<file path="config.mk">
export PLATFORM = sky130hd
export DESIGN_NAME = flash_cmd_decoder
export DESIGN_NICKNAME = d
export VERILOG_FILES = /design/src/rtl/fcd_pkg.sv /design/src/rtl/fcd_bus_qual.sv /design/src/rtl/fcd_ers_window.sv /design/src/rtl/fcd_seq.sv /design/src/rtl/fcd_rd_mux.sv /design/src/rtl/flash_cmd_decoder.sv
export SDC_FILE = /design/constraint.sdc
export NUM_CORES = 1
export LEC_CHECK = 0
export BUFFER_PORTS_ARGS = -buffer_cell sky130_fd_sc_hd__buf_2
export CAP_MARGIN = 20
export CELL_PAD_IN_SITES_DETAIL_PLACEMENT = 0
export CELL_PAD_IN_SITES_GLOBAL_PLACEMENT = 2
export CORE_MARGIN = 2
export CORE_UTILIZATION = 29
export DETAILED_ROUTE_END_ITERATION = 8
export GPL_ROUTABILITY_DRIVEN = 0
export PLACE_DENSITY_LB_ADDON = 0.1
export SLEW_MARGIN = 0
export SYNTH_ARGS = -nofsm -noshare
export SYNTH_HDL_FRONTEND = slang
export SYNTH_SLANG_ARGS = --single-unit
</file>
<file path="constraint.sdc">
create_clock -name clk -period 2.91 [get_ports clk]
set_input_delay 0.291 -clock clk [delete_from_list [all_inputs] [get_ports clk]]
set_output_delay 0.291 -clock clk [all_outputs]
set_load 0.005 [all_outputs]
</file>
<file path="src/rtl/fcd_pkg.sv">
// Shared definitions for the flash command decoder.
// Holds the sequencer state encoding and the command and unlock constants.
package fcd_pkg;

    typedef enum logic [3:0] {
        ST_READ,   // read array, idle
        ST_UNL1,   // first unlock write seen
        ST_UNL2,   // second unlock write seen
        ST_PROG,   // waiting for program data
        ST_ESU0,   // erase setup seen, waiting for first unlock
        ST_ESU1,   // erase first unlock seen
        ST_ESU2,   // erase second unlock seen
        ST_ECOL,   // collecting sector erase writes
        ST_BXIT,   // fast-program exit, waiting for 0x00
        ST_IDRD,   // identifier read mode
        ST_BUSY    // request outstanding
    } seq_state_e;

    localparam logic [7:0] CMD_UNL_A = 8'hAA;
    localparam logic [7:0] CMD_UNL_B = 8'h55;
    localparam logic [7:0] CMD_FASTP = 8'h20;
    localparam logic [7:0] CMD_PGM   = 8'hA0;
    localparam logic [7:0] CMD_ESU   = 8'h80;
    localparam logic [7:0] CMD_IDM   = 8'h90;
    localparam logic [7:0] CMD_RST   = 8'hF0;
    localparam logic [7:0] CMD_SECT  = 8'h30;
    localparam logic [7:0] CMD_CHIP  = 8'h10;
    localparam logic [7:0] CMD_FXIT  = 8'h00;

    localparam logic [10:0] ADR_UNL_A = 11'h555;
    localparam logic [10:0] ADR_UNL_B = 11'h2AA;

endpackage

</file>
<file path="src/rtl/fcd_bus_qual.sv">
// Bus cycle qualifier.
// Decides, for each clock, whether the bus carries a command write and
// whether the read drivers may be enabled. Assumes the bus controls are
// already synchronous to clk. Reset and chip-enable both gate everything.
module fcd_bus_qual (
    input  logic rst_n,
    input  logic ce_n,
    input  logic we_n,
    input  logic oe_n,
    output logic wr_stb,
    output logic rd_drv
);

    // Write: chip selected, write strobe low, output enable released.
    always_comb wr_stb = rst_n & ~ce_n & ~we_n & oe_n;

    // Read: chip selected, output enable low, no write strobe.
    always_comb rd_drv = rst_n & ~ce_n & ~oe_n & we_n;

endmodule

</file>
<file path="src/rtl/fcd_ers_window.sv">
// Sector-erase collection window timer.
// Reloads to WIN on each accepted sector write (arm) and counts down while
// the sequencer is collecting (run). fire is high in the last cycle of the
// window. The sequencer must ignore fire in a cycle that also holds a write.
module fcd_ers_window #(
    parameter int WIN = 8
) (
    input  logic clk,
    input  logic rst_n,
    input  logic arm,
    input  logic run,
    output logic fire
);

    localparam int CW = $clog2(WIN + 1);

    logic [CW-1:0] cnt_q;

    // Window counter: reload on arm, clear when idle, else count down.
    always_ff @(posedge clk) begin
        if (!rst_n) begin
            cnt_q <= '0;
        end else if (arm) begin
            cnt_q <= CW'(WIN);
        end else if (!run) begin
            cnt_q <= '0;
        end else if (cnt_q != '0) begin
            cnt_q <= cnt_q - CW'(1);
        end
    end

    // Expiry indication for the final cycle of the window.
    always_comb fire = run && (cnt_q == CW'(1));

endmodule

</file>
<file path="src/rtl/fcd_seq.sv">
// Command sequencer.
// Walks the unlock protocol on qualified writes, keeps one fast-program flag
// per bank, collects erase sectors, screens requests against protection and
// holds a request until op_done. Assumes wr_stb is one per accepted write
// and that acc is synchronous to clk.
module fcd_seq
    import fcd_pkg::*;
#(
    parameter int ADDR_W = 16,
    parameter int DQ_W   = 16,
    parameter int BANK_W = 2,
    parameter int SECT_W = 4
) (
    input  logic                  clk,
    input  logic                  rst_n,
    input  logic                  wr_stb,
    input  logic [ADDR_W-1:0]     addr,
    input  logic [DQ_W-1:0]       wdata,
    input  logic                  acc,
    input  logic [2**SECT_W-1:0]  prot_mask,
    input  logic                  op_done,
    input  logic                  win_fire,
    output logic                  win_arm,
    output logic                  win_run,
    output logic                  id_mode,
    output logic [2**BANK_W-1:0]  fastp,
    output logic                  pgm_req,
    output logic [ADDR_W-1:0]     pgm_addr,
    output logic [DQ_W-1:0]       pgm_data,
    output logic                  ers_req,
    output logic [2**SECT_W-1:0]  ers_mask,
    output logic                  err_pulse
);

    localparam int NBANK = 2**BANK_W;
    localparam int NSECT = 2**SECT_W;

    seq_state_e         state_q;
    logic [NBANK-1:0]   fastp_q;
    logic               forced_q;
    logic [BANK_W-1:0]  xit_bank_q;
    logic [NSECT-1:0]   col_mask_q;
    logic               pgm_req_q;
    logic [ADDR_W-1:0]  pgm_addr_q;
    logic [DQ_W-1:0]    pgm_data_q;
    logic               ers_req_q;
    logic [NSECT-1:0]   ers_mask_q;
    logic               err_q;

    logic [7:0]         cmd;
    logic [10:0]        lo;
    logic [BANK_W-1:0]  wbank;
    logic [SECT_W-1:0]  wsect;
    logic [NSECT-1:0]   sect_hot;
    logic [NSECT-1:0]   prot_eff;
    logic               fast_eff;
    logic               is_a, is_b, is_rst;
    logic               chip_hit, col_fire, ers_go, ers_blocked;
    logic               prog_lost, pgm_go, pgm_blocked;
    logic [NSECT-1:0]   cand_mask;

    // Field extraction from the current bus write.
    always_comb begin
        cmd      = wdata[7:0];
        lo       = addr[10:0];
        wbank    = addr[ADDR_W-1 -: BANK_W];
        wsect    = addr[ADDR_W-1 -: SECT_W];
        sect_hot = NSECT'(1) << wsect;
        is_a     = (cmd == CMD_UNL_A) && (lo == ADR_UNL_A);
        is_b     = (cmd == CMD_UNL_B) && (lo == ADR_UNL_B);
        is_rst   = (cmd == CMD_RST);
    end

    // Effective protection and fast-program mode under the accelerate flag.
    always_comb begin
        prot_eff = prot_mask & {NSECT{~acc}};
        fast_eff = fastp_q[wbank] | acc;
    end

    // Request launch decisions and protection screening.
    always_comb begin
        chip_hit    = (state_q == ST_ESU2) && wr_stb && (cmd == CMD_CHIP) && (lo == ADR_UNL_A);
        col_fire    = (state_q == ST_ECOL) && !wr_stb && win_fire;
        cand_mask   = chip_hit ? '1 : col_mask_q;
        ers_go      = chip_hit || col_fire;
        ers_blocked = |(cand_mask & prot_eff);
        prog_lost   = forced_q && !acc;
        pgm_go      = (state_q == ST_PROG) && wr_stb && !prog_lost && !is_rst;
        pgm_blocked = prot_eff[wsect];
    end

    // Window control toward the erase timer.
    always_comb begin
        win_arm = ((state_q == ST_ESU2) || (state_q == ST_ECOL)) && wr_stb && (cmd == CMD_SECT);
        win_run = (state_q == ST_ECOL);
    end

    // Sequencer state, bank flags and request registers.
    always_ff @(posedge clk) begin
        if (!rst_n) begin
            state_q    <= ST_READ;
            fastp_q    <= '0;
            forced_q   <= 1'b0;
            xit_bank_q <= '0;
            col_mask_q <= '0;
            pgm_req_q  <= 1'b0;
            pgm_addr_q <= '0;
            pgm_data_q <= '0;
            ers_req_q  <= 1'b0;
            ers_mask_q <= '0;
            err_q      <= 1'b0;
        end else begin
            err_q <= 1'b0;
            unique case (state_q)
                ST_READ: begin
                    if (wr_stb) begin
                        if (is_rst) begin
                            state_q <= ST_READ;
                        end else if (fast_eff && (cmd == CMD_PGM)) begin
                            state_q  <= ST_PROG;
                            forced_q <= ~fastp_q[wbank];
                        end else if (fastp_q[wbank] && (cmd == CMD_IDM)) begin
                            state_q    <= ST_BXIT;
                            xit_bank_q <= wbank;
                        end else if (is_a) begin
                            state_q <= ST_UNL1;
                        end
                    end
                end
                ST_UNL1: if (wr_stb) state_q <= is_b ? ST_UNL2 : ST_READ;
                ST_UNL2: begin
                    if (wr_stb) begin
                        state_q <= ST_READ;
                        if (lo == ADR_UNL_A) begin
                            case (cmd)
                                CMD_PGM: begin
                                    state_q  <= ST_PROG;
                                    forced_q <= 1'b0;
                                end
                                CMD_ESU:   state_q <= ST_ESU0;
                                CMD_IDM:   state_q <= ST_IDRD;
                                CMD_FASTP: fastp_q[wbank] <= 1'b1;
                                default:   state_q <= ST_READ;
                            endcase
                        end
                    end
                end
                ST_PROG: begin
                    if (prog_lost || (wr_stb && is_rst)) begin
                        state_q <= ST_READ;
                    end else if (pgm_go) begin
                        if (pgm_blocked) begin
                            err_q   <= 1'b1;
                            state_q <= ST_READ;
                        end else begin
                            pgm_req_q  <= 1'b1;
                            pgm_addr_q <= addr;
                            pgm_data_q <= wdata;
                            state_q    <= ST_BUSY;
                        end
                    end
                end
                ST_ESU0: if (wr_stb) state_q <= is_a ? ST_ESU1 : ST_READ;
                ST_ESU1: if (wr_stb) state_q <= is_b ? ST_ESU2 : ST_READ;
                ST_ESU2, ST_ECOL: begin
                    if (ers_go) begin
                        if (ers_blocked) begin
                            err_q   <= 1'b1;
                            state_q <= ST_READ;
                        end else begin
                            ers_req_q  <= 1'b1;
                            ers_mask_q <= cand_mask;
                            state_q    <= ST_BUSY;
                        end
                    end else if (wr_stb) begin
                        if (cmd == CMD_SECT) begin
                            col_mask_q <= (state_q == ST_ECOL) ? (col_mask_q | sect_hot) : sect_hot;
                            state_q    <= ST_ECOL;
                        end else begin
                            state_q <= ST_READ;
                        end
                    end
                end
                ST_BXIT: begin
                    if (wr_stb) begin
                        if (cmd == CMD_FXIT) fastp_q[xit_bank_q] <= 1'b0;
                        state_q <= ST_READ;
                    end
                end
                ST_IDRD: if (wr_stb && is_rst) state_q <= ST_READ;
                ST_BUSY: begin
                    if (op_done) begin
                        pgm_req_q <= 1'b0;
                        ers_req_q <= 1'b0;
                        state_q   <= ST_READ;
                    end
                end
                default: state_q <= ST_READ;
            endcase
        end
    end

    always_comb begin
        id_mode   = (state_q == ST_IDRD);
        fastp     = fastp_q;
        pgm_req   = pgm_req_q;
        pgm_addr  = pgm_addr_q;
        pgm_data  = pgm_data_q;
        ers_req   = ers_req_q;
        ers_mask  = ers_mask_q;
        err_pulse = err_q;
    end


    one_req_chk: assert property (@(posedge clk) disable iff (!rst_n)
        !(pgm_req_q && ers_req_q));


    err_once_chk: assert property (@(posedge clk) disable iff (!rst_n)
        err_q |=> !err_q);


    pgm_hold_chk: assert property (@(posedge clk) disable iff (!rst_n)
        (pgm_req_q && !op_done) |=> (pgm_req_q && $stable(pgm_addr_q) && $stable(pgm_data_q)));


    flag_quiet_chk: assert property (@(posedge clk) disable iff (!rst_n)
        !wr_stb |=> $stable(fastp_q));


    ers_nonempty_chk: assert property (@(posedge clk) disable iff (!rst_n)
        $rose(ers_req_q) |-> (ers_mask_q != '0));

endmodule

</file>
<file path="src/rtl/fcd_rd_mux.sv">
// Read data path.
// Chooses between array data and identifier words and gates the drivers.
// Assumes id_sel, sector and bank come straight from the read address so
// that read timing matches array reads (purely combinational).
module fcd_rd_mux #(
    parameter int          DQ_W     = 16,
    parameter int          BANK_W   = 2,
    parameter int          SECT_W   = 4,
    parameter logic [15:0] MFR_CODE = 16'h0001,
    parameter logic [15:0] DEV_CODE = 16'h227E
) (
    input  logic                 rd_drv,
    input  logic                 id_mode,
    input  logic [1:0]           id_sel,
    input  logic [SECT_W-1:0]    rsect,
    input  logic [BANK_W-1:0]    rbank,
    input  logic [2**SECT_W-1:0] prot_mask,
    input  logic [2**BANK_W-1:0] fastp,
    input  logic [DQ_W-1:0]      arr_rdata,
    output logic [DQ_W-1:0]      dq_o,
    output logic                 dq_oe
);

    logic [DQ_W-1:0] id_word;

    // Identifier register bank, indexed by the low address bits.
    always_comb begin
        unique case (id_sel)
            2'd0:    id_word = DQ_W'(MFR_CODE);
            2'd1:    id_word = DQ_W'(DEV_CODE);
            2'd2:    id_word = {{(DQ_W-1){1'b0}}, prot_mask[rsect]};
            default: id_word = {{(DQ_W-1){1'b0}}, fastp[rbank]};
        endcase
    end

    // Output select and driver gating.
    always_comb begin
        dq_oe = rd_drv;
        dq_o  = rd_drv ? (id_mode ? id_word : arr_rdata) : '0;
    end

endmodule

</file>
<file path="src/rtl/flash_cmd_decoder.sv">
// Flash command sequence decoder, top level.
// Qualifies bus cycles, runs the command sequencer with its erase window
// timer, and muxes read data. Assumes ADDR_W >= SECT_W + 11 so that sector
// bits never overlap the unlock address field, and SECT_W >= BANK_W.
module flash_cmd_decoder #(
    parameter int          ADDR_W   = 16,
    parameter int          DQ_W     = 16,
    parameter int          BANK_W   = 2,
    parameter int          SECT_W   = 4,
    parameter int          ERS_WIN  = 8,
    parameter logic [15:0] MFR_CODE = 16'h0001,
    parameter logic [15:0] DEV_CODE = 16'h227E
) (
    input  logic                 clk,
    input  logic                 rst_n,
    input  logic                 ce_n,
    input  logic                 we_n,
    input  logic                 oe_n,
    input  logic [ADDR_W-1:0]    addr,
    input  logic [DQ_W-1:0]      wdata,
    output logic [DQ_W-1:0]      dq_o,
    output logic                 dq_oe,
    input  logic [DQ_W-1:0]      arr_rdata,
    input  logic                 acc,
    input  logic [2**SECT_W-1:0] prot_mask,
    output logic                 pgm_req,
    output logic [ADDR_W-1:0]    pgm_addr,
    output logic [DQ_W-1:0]      pgm_data,
    output logic                 ers_req,
    output logic [2**SECT_W-1:0] ers_mask,
    input  logic                 op_done,
    output logic                 err_pulse
);

    localparam int NBANK = 2**BANK_W;

    logic             wr_stb, rd_drv;
    logic             win_arm, win_run, win_fire;
    logic             id_mode;
    logic [NBANK-1:0] fastp;

    fcd_bus_qual u_qual (
        .rst_n  (rst_n),
        .ce_n   (ce_n),
        .we_n   (we_n),
        .oe_n   (oe_n),
        .wr_stb (wr_stb),
        .rd_drv (rd_drv)
    );

    fcd_ers_window #(.WIN(ERS_WIN)) u_win (
        .clk   (clk),
        .rst_n (rst_n),
        .arm   (win_arm),
        .run   (win_run),
        .fire  (win_fire)
    );

    fcd_seq #(
        .ADDR_W (ADDR_W),
        .DQ_W   (DQ_W),
        .BANK_W (BANK_W),
        .SECT_W (SECT_W)
    ) u_seq (
        .clk       (clk),
        .rst_n     (rst_n),
        .wr_stb    (wr_stb),
        .addr      (addr),
        .wdata     (wdata),
        .acc       (acc),
        .prot_mask (prot_mask),
        .op_done   (op_done),
        .win_fire  (win_fire),
        .win_arm   (win_arm),
        .win_run   (win_run),
        .id_mode   (id_mode),
        .fastp     (fastp),
        .pgm_req   (pgm_req),
        .pgm_addr  (pgm_addr),
        .pgm_data  (pgm_data),
        .ers_req   (ers_req),
        .ers_mask  (ers_mask),
        .err_pulse (err_pulse)
    );

    fcd_rd_mux #(
        .DQ_W     (DQ_W),
        .BANK_W   (BANK_W),
        .SECT_W   (SECT_W),
        .MFR_CODE (MFR_CODE),
        .DEV_CODE (DEV_CODE)
    ) u_rd (
        .rd_drv    (rd_drv),
        .id_mode   (id_mode),
        .id_sel    (addr[1:0]),
        .rsect     (addr[ADDR_W-1 -: SECT_W]),
        .rbank     (addr[ADDR_W-1 -: BANK_W]),
        .prot_mask (prot_mask),
        .fastp     (fastp),
        .arr_rdata (arr_rdata),
        .dq_o      (dq_o),
        .dq_oe     (dq_oe)
    );

endmodule

</file>
==> Word-level counts from Yosys, hierarchy flattened <==
Cells that the tools add are included.
{ "op_classes": {"eq_ne": 47, "bitwise": 25, "n_lt_le_gt_ge": 5, "shifts": 1, "n_reduce_logical": 46, "n_addsub": 1, "mux": 70} }
{ "op_table": {"columns": ["cell", "n"], "rows": [
  ["$mux 4", 27],
  ["$mux 16", 4],
  ["$pmux 14 s3", 1],
  ["$eq 8x8->1 const B", 5],
  ["$pmux 4 s10", 1],
  ["$and 16x16->16", 2],
  ["$ne 2x1->1 const B", 12],
  ["$mux 1", 22],
  ["$logic_and 1x1->1", 19],
  ["$eq 4x3->1 const B", 4],
  ["$eq 8x6->1 const B", 2],
  ["$or 16x16->16", 1],
  ["$reduce_or 16->1", 1],
  ["$shl 1x4->16 const A", 1],
  ["$ne 2x2->1 const B", 7],
  ["$not 1->1", 13],
  ["$eq 4x4->1 const B", 3],
  ["$pmux 4 s3", 1],
  ["$reduce_and 4->1", 3],
  ["$eq 11x10->1 const B", 1],
  ["$eq 11x11->1 const B", 1],
  ["$reduce_and 11->1", 1],
  ["$reduce_and 5->1", 2],
  ["$mux 3", 3],
  ["other kinds (36)", 58]
]} }
{ "totals": {"output_inout_bits": 68, "in_bits": 71, "elab_cells": 208, "ff_bits": 82} }

==> Longest topological paths before layout <==
Gate-level depths: netlist of run 1.
{ "logic_depth": {"ltp_word": 13, "ltp_mapped": 12} }

==> Cells and area by module <==
A second synthesis of run 1 with hierarchy kept.
{ "hier_totals": {"cells_unflattened": 549, "hier_area_um2": 4441.8} }
{ "by_module_without_submodules": {"columns": ["mod", "instances", "area_each_um2", "cells_per_inst"], "rows": [
  ["fcd_seq", 1, 3858.7, 474],
  ["fcd_rd_mux", 1, 339.1, 48],
  ["fcd_ers_window", 1, 219.0, 25],
  ["fcd_bus_qual", 1, 25.0, 2]
]} }

==> Least setup slack after synthesis of run 1 <==
Ideal clock, no wire load.
{ "synth_path": {"path_kind": "input port to flip-flop", "from": "input port rst_n", "to": "register u_seq.state_q[3]", "arrival_time_ns": 2.329, "setup_time_ns": 0.088, "cell_stages": 11, "slack_ns": 0.493, "cell_sequence": "nor4bb_1 > buf_6 > and3_1 > buf_2 > and4b_1 > buf_4 > o21ai_1 > nand4_1 > o31ai_4 > nand2_2 > a311oi_2"} }
{ "synth_via": {"elab_chain_len": 12, "elab_cells_between_ends": 32, "classes_between": "eq/ne (9); mux (5); bitwise (4); reduce/logical (14)"} }
{ "synth_rtl": {"columns": ["element", "line_no", "rtl"], "rows": [
  ["start, declared", "flash_cmd_decoder.sv:15", "input logic rst_n,"],
  ["$and 1x1->1 (3 in series)", "fcd_bus_qual.sv:15", "always_comb wr_stb = rst_n & ~ce_n & ~we_n & oe_n;"],
  ["$logic_and 1x1->1 (3 in series)", "fcd_seq.sv:82", "chip_hit = (state_q == ST_ESU2) && wr_stb && (cmd == CMD_CHIP) && (lo == ADR_UNL_A);"],
  ["$mux 16", "fcd_seq.sv:84", "cand_mask = chip_hit ? '1 : col_mask_q;"],
  ["$and 16x16->16", "fcd_seq.sv:86", "ers_blocked = |(cand_mask & prot_eff);"],
  ["$reduce_or 16->1", "fcd_seq.sv:86", null],
  ["$mux 4", "fcd_seq.sv:167", "if (ers_blocked) begin"],
  ["$mux 4", "fcd_seq.sv:166", "if (ers_go) begin"],
  ["$pmux 4 s10", "fcd_seq.sv:114", "unique case (state_q)"],
  ["end signal, assigned", "fcd_seq.sv:130", "ST_UNL1: if (wr_stb) state_q <= is_b ? ST_UNL2 : ST_READ;"],
  ["end signal, assigned", "fcd_seq.sv:163", "ST_ESU0: if (wr_stb) state_q <= is_a ? ST_ESU1 : ST_READ;"],
  ["end signal, assigned", "fcd_seq.sv:164", "ST_ESU1: if (wr_stb) state_q <= is_b ? ST_ESU2 : ST_READ;"],
  ["end, declared", "fcd_seq.sv:38", "seq_state_e state_q;"]
]} }
Several ways; a longest one is shown, not always the timed one.
A chain may end at the register's enable or synchronous reset.

==> Final worst setup path of run 1 <==
{ "layout_path": {"from": "register u_seq.state_q[1]", "to": "register u_seq.state_q[2]"} }
{ "layout_via": {"elab_chain_len": 7, "elab_cells_between_ends": 36, "classes_between": "eq/ne (21); mux (2); reduce/logical (13)"} }
{ "layout_rtl": {"columns": ["element", "line_no", "rtl"], "rows": [
  ["$eq 4x3->1", "fcd_seq.sv:82, fcd_seq.sv:114", null],
  ["$logic_and 1x1->1 (3 in series)", "fcd_seq.sv:82", null],
  ["$logic_or 1x1->1", "fcd_seq.sv:85", "ers_go = chip_hit || col_fire;"],
  ["$ne 3x1->1 (no line) / $mux 4 (equally long branches)", null, null],
  ["$reduce_and 11->1 (no line) / $pmux 4 s10 (equally long branches)", null, null]
]} }
Several ways; a longest one is shown, not always the timed one.

==> results.toml, run 1 <==
[power]
p_per_area_nw_per_um2 = 465
p_clk_share_pct = 49.6
p_leak_nw = 2.32
p_int_mw = 1.99
p_total_mw = 2.55
seqPwrFrac_pct = 44.0
swShare_pct = 21.8
p_comb_share_pct = 6.4
p_sw_mw = 0.556
ir_drop_v = 0.000250

[layout]
fin_util_pct = 39.4
drive_gt1_share_pct = 30.1
final_cell_mix = "138 x buf_2, 103 x nor2_1, 82 x dfxtp_1"
fillerInstances = 1474
final_nets = 713
mostFrequentLayoutCell = "buf_2"
area_delta_synth_final_pct = 31.8
num_antenna_cells = 0
postLayoutCellArea_um2 = 5490

[min_path]
min_delay_path_depth = 3
min_path_type = "input port to flop"
hp-start = "wdata[13]"
min_to = "u_seq.pgm_data[13]$_SDFFE_PN0P_"

[routing]
wl_met2_mm = 5.77
route.met3.wl_um = 869
antenna_left = 0
met1_length_mm = 6.50
initialDrtViolationCount = 196
viasPerCell = 5.02
routedWlPerCell_um = 16.2
vias = 4138
drc_errors = 0
firstDrtPassIters = 5
top_layer_used = "met4"
totalWireLength_mm = 13.4

[logic_synthesis]
yosysWarnings = 0
ys_async_sr_fraction_pct = 0
ys_ff_latch = 82
netlist_instances = 497
ys_types = 56
synth.avg_cell_area_um2 = 8.38
ys_seq_area_share_pct = 39.4
synth_nets = 570
syn_area_um2 = 4160
synth_ff_type = "dfxtp_1"
synth_edf_count = 0

[worst_setup_path]
critPathSlowestCell = "nor4bb_1"
cp_max_fo = 19
worstReg2RegEnd = "u_seq.state_q[2]$_SDFFE_PN0P_"
critPathKind = "flop to flop"
reg2regPathDepth = 9
start_kind = "flop"
r2r_start = "u_seq.state_q[1]$_SDFFE_PN0P_"
cp.buffers_inverters = 2
crit_chain = "nor4bb_1, and4b_1, buf_12, nor2_1, a211oi_1, o211ai_1, buf_4, a21o_1, a21oi_1"
cp.arrival_ns = 2.81
crit_family = "simple AND/OR/NAND/NOR gates"
cp-end-kind = "flop"
cp_slowest_stage_delay_ns = 0.48
cp.required_ns = 3.18
reg2reg_slack_ns = 0.37

[floorplanning]
num_rows = 43
die-area_um2 = 15300
start_util_pct = 29.9
fp.dieW_um = 124
io_pins = 139
die_h_um = 124
core-area_um2 = 13900

[clocking]
cts_tree = "built"
cts.sinks = 82
cts_buffers = 9
cts.root.buffer_cell = "clkbuf_16"
cts.clk_slew.worst_paths_ns = 0.06
clk_latency_ns = 0.35
cts.htree.levels = 3
hold_buffers = 0
cts_buffer_depth = 2

[global_route]
grt_start_max_net_pins = 72
grt_pass1_vias = 3594
overflow = 0
antenna_found_initial = 0
grt_usage_pct = 17.2
grt_pass1_wl_mm = 19.9

[sta]
setup_viol = 0
fin_tns_setup_ns = 0
tightest_slew_ns = 0.794
drv_slew = 0
hold_violations = 0
period_needed_ns = 2.54
rsz0062_at_grt = "false"
finClkSkew_ns = 0.00583
fmax_ghz = 0.393
relSlewSlack_pct = 47.0
timing.final.crit_share_pct = 87.4

[run_status]
status = "complete, no violations"

[run]
drv_cap = 0

[placed_design]
place_area_um2 = 5110
dp_hpwl_mm = 10.1
port_buffers = 138
-- worst max path at each step --
stage / end / start / cells after the start
finish: u_seq.state_q[2]$_SDFFE_PN0P_ / u_seq.state_q[1]$_SDFFE_PN0P_ / 9
CTS: u_seq.state_q[3]$_SDFFE_PN0P_ / u_seq.state_q[1]$_SDFFE_PN0P_ / 8
detailed placement: u_seq.state_q[3]$_SDFFE_PN0P_ / rst_n / 11
global placement: u_seq.state_q[3]$_SDFFE_PN0P_ / rst_n / 11
floorplan: u_seq.state_q[3]$_SDFFE_PN0P_ / rst_n / 11
global route: u_seq.ers_mask[14]$_SDFFE_PN0P_ / u_seq.state_q[1]$_SDFFE_PN0P_ / 9
-- what timing repair did --
action / 4_1_cts / 5_1_grt
resized for setup: 0 / 1
hold endpoints to repair: 0 / 0
setup endpoints to repair: 0 / 21
setup buffers: 0 / 5
-- power by group through the flow --
stage          Clock [mW]  Sequential, mW  Combinational, mW
5_1_grt              1.34            1.12              0.178
2_1_floorplan           0            1.15             0.0703
6_report             1.26            1.12              0.163
4_1_cts              1.29            1.12              0.164
3_3_place_gp            0            1.15              0.163
3_5_place_dp            0            1.15              0.164
-- metrics by stage --
| step | std cells | hold WS [ns] | worst slack (ns) |
|---|---|---|---|
| after global placement | 804 | 0.450 | -0.0525 |
| after global routing | 825 | 0.189 | 0.148 |
| after CTS | 820 | 0.168 | 0.0399 |
| after floorplan | 497 | 0.438 | 0.493 |
| final | 825 | 0.180 | 0.366 |
| after detailed placement | 804 | 0.455 | -0.157 |
-- sequential cells by signal, indices dropped and copies added (netlist names) --
name and count:
u_seq.col_mask_q 16, u_seq.ers_mask 16, u_seq.pgm_addr 16, u_seq.pgm_data 16, u_seq.fastp 4, u_seq.state_q 4, u_win.cnt_q 4, u_seq.xit_bank_q 2
u_seq.err_pulse 1, u_seq.ers_req 1, u_seq.forced_q 1, u_seq.pgm_req 1
-- cells in the mapped netlist, drive strengths merged, types with 2 or more instances --
library cell    n  area (µm²)
a211oi          3        22.5
a21oi          36         180
a22oi           7        52.6
a311oi          9        85.1
a32oi           2        17.5
and2            9        56.3
and3            2        12.5
and4            3        26.3
and4b           4        40.0
buf            13        76.3
clkbuf         20        75.1
dfxtp          82        1640
ha              2        25.0
inv             7        26.3
mux2i          45         450
mux4            5         113
nand2          36         138
nand2b          7        43.8
nand3           9        45.0
nand3b          3        22.5
nand4           7        43.8
nor2          103         387
nor2b           9        56.3
nor3           11        55.1
nor3b           2        15.0
nor4            2        12.5
nor4b           4        35.0
nor4bb          5        50.1
o211ai          3        22.5
o21a            2        15.0
o21ai          16        80.1
o21bai          8        60.1
o22ai           2        12.5
or2             2        12.5
or3             2        12.5
or3b            2        17.5
-- worst reg2reg max path, delay by kind of cell (launching register included) --
family                 cells  cell delay, ns
AO/OA/AOI/OAI              4            0.77
buffers and inverters      2            0.38
flip-flops                 1            0.47
AND/OR/NAND/NOR            3            0.87
-- logic make-up after synthesis --
kind of cell / count (synthesis) / synth area share [%]
buf+inv: 40 / 4.27
compound gates: 95 / 14.8
flops: 82 / 39.4
simple gates: 225 / 26.7
fa+ha+maj: 2 / 0.601
mux: 51 / 13.8
xor+xnor: 2 / 0.421
-- layout make-up --
class                      instances  area [µm²]  share of cell area (%)
multi-input combinational        375        2360                    43.0
sequential                        82        1640                    29.9
timing repair buffer             165         906                    16.5
clock buffer                      12         256                    4.68
tap                              180         225                    4.10
clock inverter                     4        73.8                    1.35
inverter                           7        26.3                   0.479
-- metal layers --
layer / global-route usage [%] / vias up
met5: 0 / -
met4: 6.82 / 0
met3: 3.53 / 19
met2: 25.7 / 150
met1: 24.3 / 1920
li1: - / 2049
Power figures use the tool's default switching activity.
==> run 2, diff against run 1 <==
- CTS_BUF_LIST: not set -> sky130_fd_sc_hd__clkbuf_16
==> run 2 against run 1 <==
  * First-iteration DRC count grew 8.2%
  * Setup slack barely moved
  * Flip-flop and latch count unchanged
  * Die area unchanged
  * Utilization decreased by 0.14 points
  * Cell area decreased by 0.36%
  * Sequential share of layout area is 0.11 points higher
  * Clock power is 4% lower
  * Clock skew increased by 0.0014 ns
  * Largest cell class unchanged
==> results.toml, run 2 (synthesis gave the netlist of run 1 again) <==
[run_status]
status = "complete, no violations"

[worst_setup_path]
crit_start = "u_seq.state_q[1]$_SDFFE_PN0P_"
cp.required_ns = 3.18
start_kind = "flop"
r2r_start = "u_seq.state_q[1]$_SDFFE_PN0P_"
worstReg2RegEnd = "u_seq.state_q[2]$_SDFFE_PN0P_"
cp.arrival_ns = 2.81
critPathKind = "flop to flop"
cp-end-kind = "flop"
reg2regPathDepth = 9
cp_max_fo = 19
reg2reg_slack_ns = 0.37

[sta]
finClkSkew_ns = 0.00723
timing.final.crit_share_pct = 87.4
setup_viol = 0
relSlewSlack_pct = 47.0
fmax_ghz = 0.393
rsz0062_at_grt = "false"
tightest_slew_ns = 0.795
drv_slew = 0
hold_violations = 0
holdWs_ns = 0.180
fin_tns_setup_ns = 0
period_needed_ns = 2.54

[layout]
drive_gt1_share_pct = 29.8
mostFrequentLayoutCell = "buf_2"
postLayoutCellArea_um2 = 5470
area_delta_synth_final_pct = 31.3
num_antenna_cells = 0
stdcell_count = 825
final_cell_mix = "138 x buf_2, 103 x nor2_1, 82 x dfxtp_1"
final_nets = 713

[min_path]
hp-start = "wdata[13]"
min_path_type = "input port to flop"
min_delay_path_depth = 3
min_to = "u_seq.pgm_data[13]$_SDFFE_PN0P_"

[global_route]
antenna_found_initial = 0
grt_pass1_wl_mm = 19.9
grt_pass1_vias = 3592
grt_start_max_net_pins = 72
grt_usage_pct = 17.2
overflow = 0

[floorplanning]
fp.dieW_um = 124
core-area_um2 = 13900
die-area_um2 = 15300
num_rows = 43
start_util_pct = 29.9
die_h_um = 124
io_pins = 139

[clocking]
cts_buffer_depth = 2
cts.htree.levels = 3
clk_latency_ns = 0.35
cts.clk_slew.worst_paths_ns = 0.06
cts.root.buffer_cell = "clkbuf_16"
cts_buffers = 9
cts.sinks = 82
hold_buffers = 0
cts_tree = "built"

[power]
ir_drop_v = 0.000251
p_leak_nw = 2.31
p_sw_mw = 0.555
p_comb_share_pct = 6.5
p_total_mw = 2.49
seqPwrFrac_pct = 45.0
p_clk_share_pct = 48.4
p_per_area_nw_per_um2 = 456
p_int_mw = 1.94
swShare_pct = 22.3

[routing]
drc_errors = 0
vias = 4134
firstDrtPassIters = 5
initialDrtViolationCount = 212
viasPerCell = 5.01
routedWlPerCell_um = 16.2
totalWireLength_mm = 13.3
antenna_left = 0

[placed_design]
placed_cells = 804
dp_hpwl_mm = 10.1
place_area_um2 = 5110
port_buffers = 138

[run]
drv_cap = 0
[run 2: per-stage QoR]
step	utilization, %	setup slack, ns
finish	39.2	0.366
global route	39.2	0.148
CTS	38.9	0.0399
detailed placement	36.7	-0.157
global placement	36.7	-0.0525
floorplan	-	0.493
[run 2: area by class of cell]
class / count / area, µm²
clock buffers: 9 / 225
inverters: 7 / 26.3
flip-flops and latches: 82 / 1640
fillers: 1474 / 8470
multi-input cells: 375 / 2360
clock inverters: 7 / 85.1
well taps: 180 / 225
repair buffers: 165 / 906
[run 2: critical path, stage by stage, from the launching register on]
cell	delay, ns
dfxtp_1	0.46
nor4bb_1	0.48
and4b_1	0.32
buf_12	0.15
nor2_1	0.07
a211oi_1	0.29
o211ai_1	0.22
buf_4	0.22
a21o_1	0.15
a21oi_1	0.11
[run 2: worst max path at each step]
stage                     depth (start not counted)  slack, ns                         endpoint
after CTS                                         8       0.04    u_seq.state_q[3]$_SDFFE_PN0P_
final                                             9       0.37    u_seq.state_q[2]$_SDFFE_PN0P_
after floorplan                                  11       0.49    u_seq.state_q[3]$_SDFFE_PN0P_
after detailed placement                         11      -0.16    u_seq.state_q[3]$_SDFFE_PN0P_
after global routing                              9       0.15  u_seq.ers_mask[14]$_SDFFE_PN0P_
after global placement                           11      -0.05    u_seq.state_q[3]$_SDFFE_PN0P_
[run 2: metal layers]
metal / wire, µm / track usage, %
met1: 6460 / 24.3
met2: 5780 / 25.6
met3: 860 / 3.53
met4: 238 / 6.82
met5: 0 / 0
[run 2: power by group through the flow]
stage / clock (mW) / combinational (mW) / sequential [mW]
6_report: 1.21 / 0.163 / 1.12
5_1_grt: 1.29 / 0.178 / 1.12
4_1_cts: 1.23 / 0.164 / 1.12
3_5_place_dp: 0 / 0.164 / 1.15
3_3_place_gp: 0 / 0.163 / 1.15
2_1_floorplan: 0 / 0.0703 / 1.15
[run 2: what timing repair did]
action / 4_1_cts / 5_1_grt
setup endpoints to repair: 0 / 21
gates resized for setup: 0 / 1
buffers inserted: 0 / 5
